--- src/rtl/pxl_pkg.sv ---
package pxl_pkg;

    localparam logic [1:0] FLT_NONE    = 2'd0;
    localparam logic [1:0] FLT_LEN     = 2'd1;
    localparam logic [1:0] FLT_INVALID = 2'd2;
    localparam logic [1:0] FLT_PROT    = 2'd3;

    localparam logic [1:0] PROT_RO = 2'd0;
    localparam logic [1:0] PROT_RW = 2'd1;
    localparam logic [1:0] PROT_XO = 2'd2;

    localparam logic [1:0] ACC_RD = 2'd0;
    localparam logic [1:0] ACC_WR = 2'd1;
    localparam logic [1:0] ACC_EX = 2'd2;

    typedef enum logic [1:0] {
        ST_IDLE  = 2'd0,
        ST_FETCH = 2'd1,
        ST_CHECK = 2'd2
    } walk_st_e;

    function automatic logic prot_allows(input logic [1:0] prot, input logic [1:0] kind);
        case (prot)
            PROT_RO: return kind == ACC_RD;
            PROT_RW: return (kind == ACC_RD) || (kind == ACC_WR);
            PROT_XO: return kind == ACC_EX;
            default: return 1'b0;
        endcase
    endfunction

endpackage

--- src/rtl/pxl_table.sv ---
module pxl_table #(
    parameter int VPN_W   = 4,
    parameter int FRAME_W = 3
) (
    input  logic               clk,
    input  logic               rst,
    input  logic               we,
    input  logic [VPN_W-1:0]   waddr,
    input  logic               wvalid,
    input  logic [1:0]         wprot,
    input  logic [FRAME_W-1:0] wframe,
    input  logic [VPN_W-1:0]   raddr,
    output logic               rvalid,
    output logic [1:0]         rprot,
    output logic [FRAME_W-1:0] rframe
);
    localparam int DEPTH = 1 << VPN_W;

    logic [DEPTH-1:0]   ent_v_q;
    logic [1:0]         ent_prot_q  [DEPTH];
    logic [FRAME_W-1:0] ent_frame_q [DEPTH];

    always_ff @(posedge clk) begin
        if (rst) begin
            ent_v_q <= '0;
        end else if (we) begin
            ent_v_q[waddr] <= wvalid;
        end
    end

    always_ff @(posedge clk) begin
        if (we) begin
            ent_prot_q[waddr]  <= wprot;
            ent_frame_q[waddr] <= wframe;
        end
    end

    assign rvalid = ent_v_q[raddr];
    assign rprot  = ent_prot_q[raddr];
    assign rframe = ent_frame_q[raddr];

endmodule

--- src/rtl/pxl_tlb.sv ---
module pxl_tlb #(
    parameter int ENTRIES = 8,
    parameter int VPN_W   = 4,
    parameter int ASID_W  = 4,
    parameter int FRAME_W = 3
) (
    input  logic               clk,
    input  logic               rst,
    input  logic               flush,
    input  logic [VPN_W-1:0]   lk_vpn,
    input  logic [ASID_W-1:0]  lk_asid,
    output logic [ENTRIES-1:0] match_vec,
    output logic [FRAME_W-1:0] match_frame,
    output logic [1:0]         match_prot,
    input  logic               fill_en,
    input  logic [VPN_W-1:0]   fill_vpn,
    input  logic [ASID_W-1:0]  fill_asid,
    input  logic [FRAME_W-1:0] fill_frame,
    input  logic [1:0]         fill_prot
);
    localparam int IDX_W = (ENTRIES > 1) ? $clog2(ENTRIES) : 1;
    localparam logic [IDX_W-1:0] LAST_IDX = IDX_W'(ENTRIES - 1);

    logic [ENTRIES-1:0] slot_v_q;
    logic [VPN_W-1:0]   slot_vpn_q   [ENTRIES];
    logic [ASID_W-1:0]  slot_asid_q  [ENTRIES];
    logic [FRAME_W-1:0] slot_frame_q [ENTRIES];
    logic [1:0]         slot_prot_q  [ENTRIES];
    logic [IDX_W-1:0]   rr_q;

    logic               have_free;
    logic [IDX_W-1:0]   free_idx;
    logic [IDX_W-1:0]   victim;

    genvar g;
    generate
        for (g = 0; g < ENTRIES; g++) begin : g_cmp
            assign match_vec[g] = slot_v_q[g] && (slot_vpn_q[g] == lk_vpn)
                                  && (slot_asid_q[g] == lk_asid);
        end
    endgenerate

    always_comb begin
        match_frame = '0;
        match_prot  = '0;
        for (int i = 0; i < ENTRIES; i++) begin
            if (match_vec[i]) begin
                match_frame = match_frame | slot_frame_q[i];
                match_prot  = match_prot  | slot_prot_q[i];
            end
        end
    end

    always_comb begin
        have_free = 1'b0;
        free_idx  = '0;
        for (int i = ENTRIES - 1; i >= 0; i--) begin
            if (!slot_v_q[i]) begin
                have_free = 1'b1;
                free_idx  = IDX_W'(i);
            end
        end
        victim = have_free ? free_idx : rr_q;
    end

    always_ff @(posedge clk) begin
        if (rst) begin
            slot_v_q <= '0;
            rr_q     <= '0;
        end else begin
            if (flush) begin
                slot_v_q <= '0;
            end
            if (fill_en) begin
                slot_v_q[victim] <= 1'b1;
                if (!have_free) begin
                    rr_q <= (rr_q == LAST_IDX) ? '0 : rr_q + 1'b1;
                end
            end
        end
    end

    always_ff @(posedge clk) begin
        if (fill_en) begin
            slot_vpn_q[victim]   <= fill_vpn;
            slot_asid_q[victim]  <= fill_asid;
            slot_frame_q[victim] <= fill_frame;
            slot_prot_q[victim]  <= fill_prot;
        end
    end

endmodule

--- src/rtl/paged_xlate.sv ---
module paged_xlate
    import pxl_pkg::*;
#(
    parameter int VPN_W   = 4,
    parameter int OFF_W   = 2,
    parameter int FRAME_W = 3,
    parameter int ASID_W  = 4,
    parameter int TLB_N   = 8
) (
    input  logic                     clk,
    input  logic                     rst,
    input  logic                     req_valid,
    output logic                     req_ready,
    input  logic [VPN_W+OFF_W-1:0]   req_vaddr,
    input  logic [1:0]               req_kind,
    input  logic [ASID_W-1:0]        cur_asid,
    input  logic [VPN_W:0]           pt_len,
    input  logic                     flush,
    input  logic                     pt_we,
    input  logic [VPN_W-1:0]         pt_waddr,
    input  logic                     pt_wvalid,
    input  logic [1:0]               pt_wprot,
    input  logic [FRAME_W-1:0]       pt_wframe,
    output logic                     resp_valid,
    output logic [FRAME_W+OFF_W-1:0] resp_paddr,
    output logic [1:0]               resp_fault
);
    localparam int PA_W = FRAME_W + OFF_W;

    typedef struct packed {
        logic             valid;
        logic [1:0]       fault;
        logic [PA_W-1:0]  paddr;
    } xl_resp_t;

    typedef struct packed {
        logic [VPN_W-1:0]  vpn;
        logic [OFF_W-1:0]  off;
        logic [1:0]        kind;
        logic [ASID_W-1:0] asid;
    } xl_req_t;

    walk_st_e          st_q;
    xl_resp_t          resp_q;
    xl_req_t           lat_q;
    logic              pte_v_q;
    logic [1:0]        pte_prot_q;
    logic [FRAME_W-1:0] pte_frame_q;

    logic [VPN_W-1:0]   in_vpn;
    logic [OFF_W-1:0]   in_off;
    logic               accept;
    logic               len_bad;
    logic [TLB_N-1:0]   hit_vec;
    logic               hit;
    logic [FRAME_W-1:0] hit_frame;
    logic [1:0]         hit_prot;
    logic               tbl_v;
    logic [1:0]         tbl_prot;
    logic [FRAME_W-1:0] tbl_frame;
    logic               walk_ok;
    logic               fill_en;

    assign in_vpn    = req_vaddr[VPN_W+OFF_W-1:OFF_W];
    assign in_off    = req_vaddr[OFF_W-1:0];
    assign req_ready = (st_q == ST_IDLE);
    assign accept    = req_valid && req_ready;
    assign len_bad   = ({1'b0, in_vpn} >= pt_len);
    assign hit       = |hit_vec;
    assign walk_ok   = pte_v_q && prot_allows(pte_prot_q, lat_q.kind);
    assign fill_en   = (st_q == ST_CHECK) && walk_ok;

    pxl_table #(
        .VPN_W   (VPN_W),
        .FRAME_W (FRAME_W)
    ) table_i (
        .clk    (clk),
        .rst    (rst),
        .we     (pt_we),
        .waddr  (pt_waddr),
        .wvalid (pt_wvalid),
        .wprot  (pt_wprot),
        .wframe (pt_wframe),
        .raddr  (lat_q.vpn),
        .rvalid (tbl_v),
        .rprot  (tbl_prot),
        .rframe (tbl_frame)
    );

    pxl_tlb #(
        .ENTRIES (TLB_N),
        .VPN_W   (VPN_W),
        .ASID_W  (ASID_W),
        .FRAME_W (FRAME_W)
    ) tlb_i (
        .clk         (clk),
        .rst         (rst),
        .flush       (flush),
        .lk_vpn      (in_vpn),
        .lk_asid     (cur_asid),
        .match_vec   (hit_vec),
        .match_frame (hit_frame),
        .match_prot  (hit_prot),
        .fill_en     (fill_en),
        .fill_vpn    (lat_q.vpn),
        .fill_asid   (lat_q.asid),
        .fill_frame  (pte_frame_q),
        .fill_prot   (pte_prot_q)
    );

    always_ff @(posedge clk) begin
        if (rst) begin
            st_q   <= ST_IDLE;
            resp_q <= '0;
        end else begin
            resp_q.valid <= 1'b0;
            case (st_q)
                ST_IDLE: begin
                    if (accept) begin
                        if (len_bad) begin
                            resp_q <= '{valid: 1'b1, fault: FLT_LEN, paddr: '0};
                        end else if (hit) begin
                            if (prot_allows(hit_prot, req_kind)) begin
                                resp_q <= '{valid: 1'b1, fault: FLT_NONE, paddr: {hit_frame, in_off}};
                            end else begin
                                resp_q <= '{valid: 1'b1, fault: FLT_PROT, paddr: '0};
                            end
                        end else begin
                            st_q <= ST_FETCH;
                        end
                    end
                end
                ST_FETCH: begin
                    st_q <= ST_CHECK;
                end
                ST_CHECK: begin
                    st_q <= ST_IDLE;
                    if (!pte_v_q) begin
                        resp_q <= '{valid: 1'b1, fault: FLT_INVALID, paddr: '0};
                    end else if (!walk_ok) begin
                        resp_q <= '{valid: 1'b1, fault: FLT_PROT, paddr: '0};
                    end else begin
                        resp_q <= '{valid: 1'b1, fault: FLT_NONE, paddr: {pte_frame_q, lat_q.off}};
                    end
                end
                default: st_q <= ST_IDLE;
            endcase
        end
    end

    always_ff @(posedge clk) begin
        if (accept) begin
            lat_q <= '{vpn: in_vpn, off: in_off, kind: req_kind, asid: cur_asid};
        end
        if (st_q == ST_FETCH) begin
            pte_v_q     <= tbl_v;
            pte_prot_q  <= tbl_prot;
            pte_frame_q <= tbl_frame;
        end
    end

    assign resp_valid = resp_q.valid;
    assign resp_paddr = resp_q.paddr;
    assign resp_fault = resp_q.fault;

endmodule

--- config.mk ---
export PLATFORM = sky130hd
export DESIGN_NAME = paged_xlate
export DESIGN_NICKNAME = d
export VERILOG_FILES = /design/src/rtl/pxl_pkg.sv /design/src/rtl/pxl_table.sv /design/src/rtl/pxl_tlb.sv /design/src/rtl/paged_xlate.sv
export SDC_FILE = /design/constraint.sdc
export NUM_CORES = 1
export LEC_CHECK = 0
export ABC_CLOCK_PERIOD_IN_PS = 7680
export BUFFER_PORTS_ARGS = -buffer_cell sky130_fd_sc_hd__clkbuf_2
export CORE_ASPECT_RATIO = 1.1
export CORE_MARGIN = 2
export CORE_UTILIZATION = 30
export DETAILED_ROUTE_END_ITERATION = 8
export SETUP_SLACK_MARGIN = 0.3
export SLEW_MARGIN = 40
export SYNTH_ARGS = -nofsm -noshare
export SYNTH_HDL_FRONTEND = slang
export SYNTH_SLANG_ARGS = --single-unit
--- constraint.sdc ---
create_clock -name clk -period 7.68 [get_ports clk]
set_input_delay 0.384 -clock clk [delete_from_list [all_inputs] [get_ports clk]]
set_output_delay 0.384 -clock clk [all_outputs]
set_load 0.01 [all_outputs]
Word-level counts from Yosys, hierarchy flattened
Memories as Yosys holds them, arrays and structs flattened. A register that Yosys moved wholly into a read port is not among the register bits.
Cells that the tools add are included.
{ "totals": {"ff_bits": 50, "ramBits": 184, "inputBits": 32, "output_inout_bits": 9, "word_cells": 171, "mem_count": 6} }
{ "classes": {"addsub": 1, "n_lt_le_gt_ge": 6, "n_eq_ne": 31, "mux": 66, "n_bitwise": 16, "reduce_logical": 33} }
{ "mem_list": {"columns": ["name", "depth", "width", "read_ports", "rd_clocked_by_memory_dff", "wr", "line", "source"], "rows": [
  ["table_i.ent_frame_q", 16, 3, 1, 1, 1, "pxl_table.sv:21", "logic [FRAME_W-1:0] ent_frame_q [DEPTH];"],
  ["table_i.ent_prot_q", 16, 2, 1, 1, 1, "pxl_table.sv:20", "logic [1:0] ent_prot_q [DEPTH];"],
  ["tlb_i.slot_asid_q", 8, 4, 8, 0, 1, "pxl_tlb.sv:26", "logic [ASID_W-1:0] slot_asid_q [ENTRIES];"],
  ["tlb_i.slot_vpn_q", 8, 4, 8, 0, 1, "pxl_tlb.sv:25", "logic [VPN_W-1:0] slot_vpn_q [ENTRIES];"],
  ["tlb_i.slot_frame_q", 8, 3, 8, 0, 1, "pxl_tlb.sv:27", "logic [FRAME_W-1:0] slot_frame_q [ENTRIES];"],
  ["tlb_i.slot_prot_q", 8, 2, 8, 0, 1, "pxl_tlb.sv:28", "logic [1:0] slot_prot_q [ENTRIES];"]
]} }
{ "op_table": {"columns": ["operator", "n"], "rows": [
  ["$eq 4x4->1", 16],
  ["$mux 3", 18],
  ["$mux 8", 6],
  ["$mux 2", 11],
  ["$logic_and 1x1->1", 21],
  ["$mux 7", 3],
  ["$or 3x3->3", 7],
  ["$mux 1", 20],
  ["$bwmux 16", 1],
  ["$pmux 8 s2", 1],
  ["$or 2x2->2", 7],
  ["$eq 2x1->1 const B", 5],
  ["$eq 2x2->1 const B", 5],
  ["$logic_not 2->1", 5],
  ["$lt 4x5->1 const B", 2],
  ["$or 8x8->8", 1],
  ["$reduce_or 8->1", 1],
  ["$pmux 1 s3", 2],
  ["$reduce_and 3->1", 2],
  ["$ge 4x5->1", 1],
  ["$bmux 1 s4", 1],
  ["$demux 1 s4", 1],
  ["$ge 4x1->1 const B", 1],
  ["$lt 3x4->1 const B", 1],
  ["12 further kinds", 14]
]} }

Longest topological paths before layout
An unclocked memory read counts as a cell.
{ "logic_depth": {"word_depth": 31, "mapped_depth": 11, "depth_no_buf": 10} }

Hierarchy
A second synthesis with hierarchy kept.
{ "hier_totals": {"hier_cells": 649, "area_unflattened_um2": 10052.1} }
{ "modules_own_cells": {"columns": ["module", "n_inst", "cells_each", "area_each_um2", "seq_area_each_um2"], "rows": [
  ["pxl_tlb", 1, 314, 4832.1, 3343.2],
  ["pxl_table", 1, 236, 3938.8, 2722.6],
  ["paged_xlate", 1, 99, 1281.2, 740.7]
]} }

Worst setup path before layout
OpenSTA, ideal clock, no wires.
{ "synth_timing": {"path_kind": "reg2reg", "from": "register lat_q[8] (netlist name)", "to": "register pte_frame_q[0], read port of table_i.ent_frame_q (data pin)", "setup_time_ps": 272, "arrival_ps": 2284, "required_ps": 7408, "slack_ps": 5124, "path_stages_with_launch": 5, "path_cell_list": "edfxtp_1 clkbuf_1 buf_1 mux4_2 mux4_2"} }
{ "synth_lines": {"columns": ["item", "line", "source"], "rows": [
  ["start: declaration", "paged_xlate.sv:45", "xl_req_t lat_q;"],
  ["start signal: assignment", "paged_xlate.sv:153", "lat_q <= '{vpn: in_vpn, off: in_off, kind: req_kind, asid: cur_asid};"],
  ["end: declaration", "paged_xlate.sv:48", "logic [FRAME_W-1:0] pte_frame_q;"]
]} }

Final worst setup path
{ "layout_timing": {"from": "register pte_prot_q[0], read port of table_i.ent_prot_q", "to": "memory tlb_i.slot_prot_q[3][1], enable pin"} }
{ "layout_between": {"elab_chain_cells": 6, "word_cells_on_any_way": 8} }
{ "layout_rtl": {"columns": ["item", "line", "source"], "rows": [
  ["start: declaration", "paged_xlate.sv:47", "logic [1:0] pte_prot_q;"],
  ["$eq 2x2->1 (tied with other cells)", "pxl_pkg.sv:23", "case (prot)"],
  ["$pmux 1 s3 (*)", "pxl_pkg.sv:23", null],
  ["$logic_and 1x1->1 (*)", "paged_xlate.sv:70", "assign walk_ok = pte_v_q && prot_allows(pte_prot_q, lat_q.kind);"],
  ["$logic_and 1x1->1 (*)", "paged_xlate.sv:71", "assign fill_en = (st_q == ST_CHECK) && walk_ok;"],
  ["$mux 1 (*)", "pxl_tlb.sv:84", "if (fill_en) begin"],
  ["$mux 1 (not written as such) (*)", "pxl_tlb.sv:88", "slot_prot_q[victim] <= fill_prot;"],
  ["end: declaration", "pxl_tlb.sv:28", null]
]} }
Mark *: on every way between the ends. The rest lies on a longest branch, timed or not.

==> out/metrics.yaml <==
global_route:
  antenna_found_initial: 0
  overflow: 0
  grt_max_degree: 33
  grt_pass1_wl_um: 33700
  first_global_vias: 5601
  track_usage: 0.129
critical_path:
  crit_arrival_ns: 3.07
  cp_slowest_cell: "edfxtp_1"
  cp_top_family: "simple AND/OR/NAND/NOR gates"
  crit_type: "reg2reg"
  slowest_delay_ns: 0.51
  cp-end-kind: "register"
  cp_max_fo: 10
  required_ns: 7.90
  cp_common_cell: "buf_4"
  start_kind: "register"
  path_cells: "nand3b_1, o21ai_0, a21oi_1, nor3_2, buf_4, nand3_1, nor2_1, buf_4"
  cp_num_buf_inv: 2
floorplan:
  die_w_um: 177
  core_area_um2: 32400
  placementRows: 69
  initial_core_util: 0.304
  io-pin-count: 41
  dieArea_um2: 34300
  dieHeight_um: 194
timing:
  finalCritPeriodShare: 0.372
  setup_viol: 0
  skew_ns: 0.0190
  fmax_mhz: 350
  slew_headroom: 0.464
  worst_pin_slew_ns: 0.804
  hold_viol: 0
  finalSetupTns_ns: 0
  final.setup.worst_slack_ns: 4.83
  grt_setup_unrepaired: "false"
  slew_violations: 0
  layout_min_cycle_time_ns: 2.85
drt:
  top_layer: "met4"
  ant_nets: 0
  drt_iter0_markers: 332
  detail_route.wl_per_cell_um: 19.5
  drc: 0
  wl_met3_um: 880
  drt_wl_total_um: 21900
  dr_wl_met2_um: 11400
  vias: 5458
  firstDrtPassIters: 5
  vias_per_cell: 4.86
  drt-met1-wl_um: 9090
cts:
  cts_root_buffer: "clkbuf_16"
  clk_pin_slew_ns: 0.06
  clk_latency_ns: 0.53
  clk_path_buf_depth: 3
  ctsResizeCount: 0
  cts_buffers: 25
  cts_tree: "done"
  cts_sinks: 239
  hold_buffers: 0
  h-tree-depth: 1
  post_cts_buffers: 0
synth:
  netlist_instances: 628
  seq_area_frac_synth: 0.691
  syn_nets: 666
  async_flop_share: 0
  ys_types: 58
  ys_ff_latch: 239
  synth_ff_type: "edfxtp_1"
  netlist_area_um2: 9850
  synth_area_per_cell_um2: 15.7
  synth_edf_count: 202
  yosysWarnings: 0
final_layout:
  utilization: 0.350
  n_antenna_cell: 0
  area.growth.synth_to_final_pct: 15.1
  instances_no_fill: 1122
  nNetsFinal: 715
  drive_gt1_frac: 0.188
worst_hold_path:
  hp-class: "in2reg"
place:
  placed_cells: 1076
  hpwlAfterDp_um: 14900
  io_buffers: 40
  pre_cts_ws_ns: 4.53
  routabilityCongestion: 0.870
power_and_ir_drop:
  leakagePower_uw: 0.00369
  ir_drop_mv: 0.214
  power_uw: 2760
  powerDensity_nw_per_um2: 243
run:
  drv_cap: 0
status:
  status: "finished clean"
==> where the power goes <==
part | switching [uW] | internal [uW]
registers | 17.9 | 1430
clock network | 488 | 696
logic | 77.1 | 48.0
==> sequential cells by signal, summed over array words and instances (netlist names) <==
| signal | count |
|---|---|
| lat_q | 12 |
| resp_valid | 1 |
| table_i.ent_v_q | 16 |
| st_q | 2 |
| tlb_i.slot_prot_q | 16 |
| resp_paddr | 5 |
| tlb_i.slot_vpn_q | 32 |
| tlb_i.rr_q | 3 |
| pte_frame_q | 3 |
| table_i.ent_frame_q | 48 |
| resp_fault | 2 |
| tlb_i.slot_asid_q | 32 |
| table_i.ent_prot_q | 32 |
| tlb_i.slot_v_q | 8 |
| pte_v_q | 1 |
| pte_prot_q | 2 |
| tlb_i.slot_frame_q | 24 |
==> per-stage QoR <==
stage               area [um2]  hold slack [ns]
detailed placement       10500            0.467
finish                   11300           0.0503
floorplan                 9850            0.450
global placement         10500            0.461
global route             11300           0.0416
CTS                      11300           0.0293
==> cells by family (layout without fill, tap and decap cells) <==
family          count (synthesis)  after routing  synth area share
simple gates                  142            142            0.0801
flops                         239            239             0.691
xor+xnor                       64             64            0.0569
mux                            34             34            0.0726
compound gates                101            101            0.0710
fa+ha+maj                       6              6           0.00762
buf+inv                        42            110            0.0211
==> metal layers <==
| layer | vias up | track usage |
|---|---|---|
| met5 | - | 0 |
| met4 | 0 | 0.0404 |
| met3 | 38 | 0.0175 |
| met2 | 120 | 0.227 |
| met1 | 2773 | 0.162 |
| li1 | 2527 | - |
==> cell usage in the layout (no fill, tap or decap), types with 7 or more instances in the layout <==
cell	n
dfxtp_1	37
nor2b_1	8
xnor2_1	14
clkbuf_16	25
nand2_1	23
a22o_1	12
buf_4	9
inv_1	15
a22oi_1	7
edfxtp_1	202
nand3_1	9
nor2_1	32
clkbuf_1	12
o21a_1	9
clkbuf_2	40
and3_1	8
o21ai_0	21
mux4_2	30
a21oi_1	18
xor2_1	50
nand4_1	9
nor3_1	10
==> final cells by class <==
type                       count  area (um2)
inverter                      15        56.3
sequential                   239        6810
clock buffer                  39         698
clock inverter                 7         101
fill                        3119       21000
timing repair buffer          49         268
multi-input combinational    347        2880
tap                          426         533
==> synth_stat cells, drive strengths merged, types with 9 or more instances <==
cell      n  area, um2
nor2     35        134
nand4     9       56.3
dfxtp    37        741
nor4      9       96.3
nand2    24       92.6
o21ai    24        120
and3      9       61.3
clkbuf   12       45.0
nand3     9       45.0
a22o     12        105
mux4     30        676
inv      15       56.3
a21oi    18       90.1
edfxtp  202       6070
xnor2    14        123
buf      15        106
nor3     15       75.1
xor2     50        438
o21a      9       67.6
==> worst paths after layout <==
path | from | end | slack, ns | cells past startpoint
worst max-delay path | pte_prot_q[0] | tlb_i.slot_prot_q[3][1] | 4.83 | 8
worst min register to register | table_i.ent_v_q[9] | table_i.ent_v_q[9] | 0.48 | 2
worst min-delay path | req_vaddr[0] | lat_q[6] | 0.05 | 1
worst max register to register | pte_prot_q[0] | tlb_i.slot_prot_q[3][1] | 4.83 | 8
No activity file was read; power rests on OpenSTA's default activity.
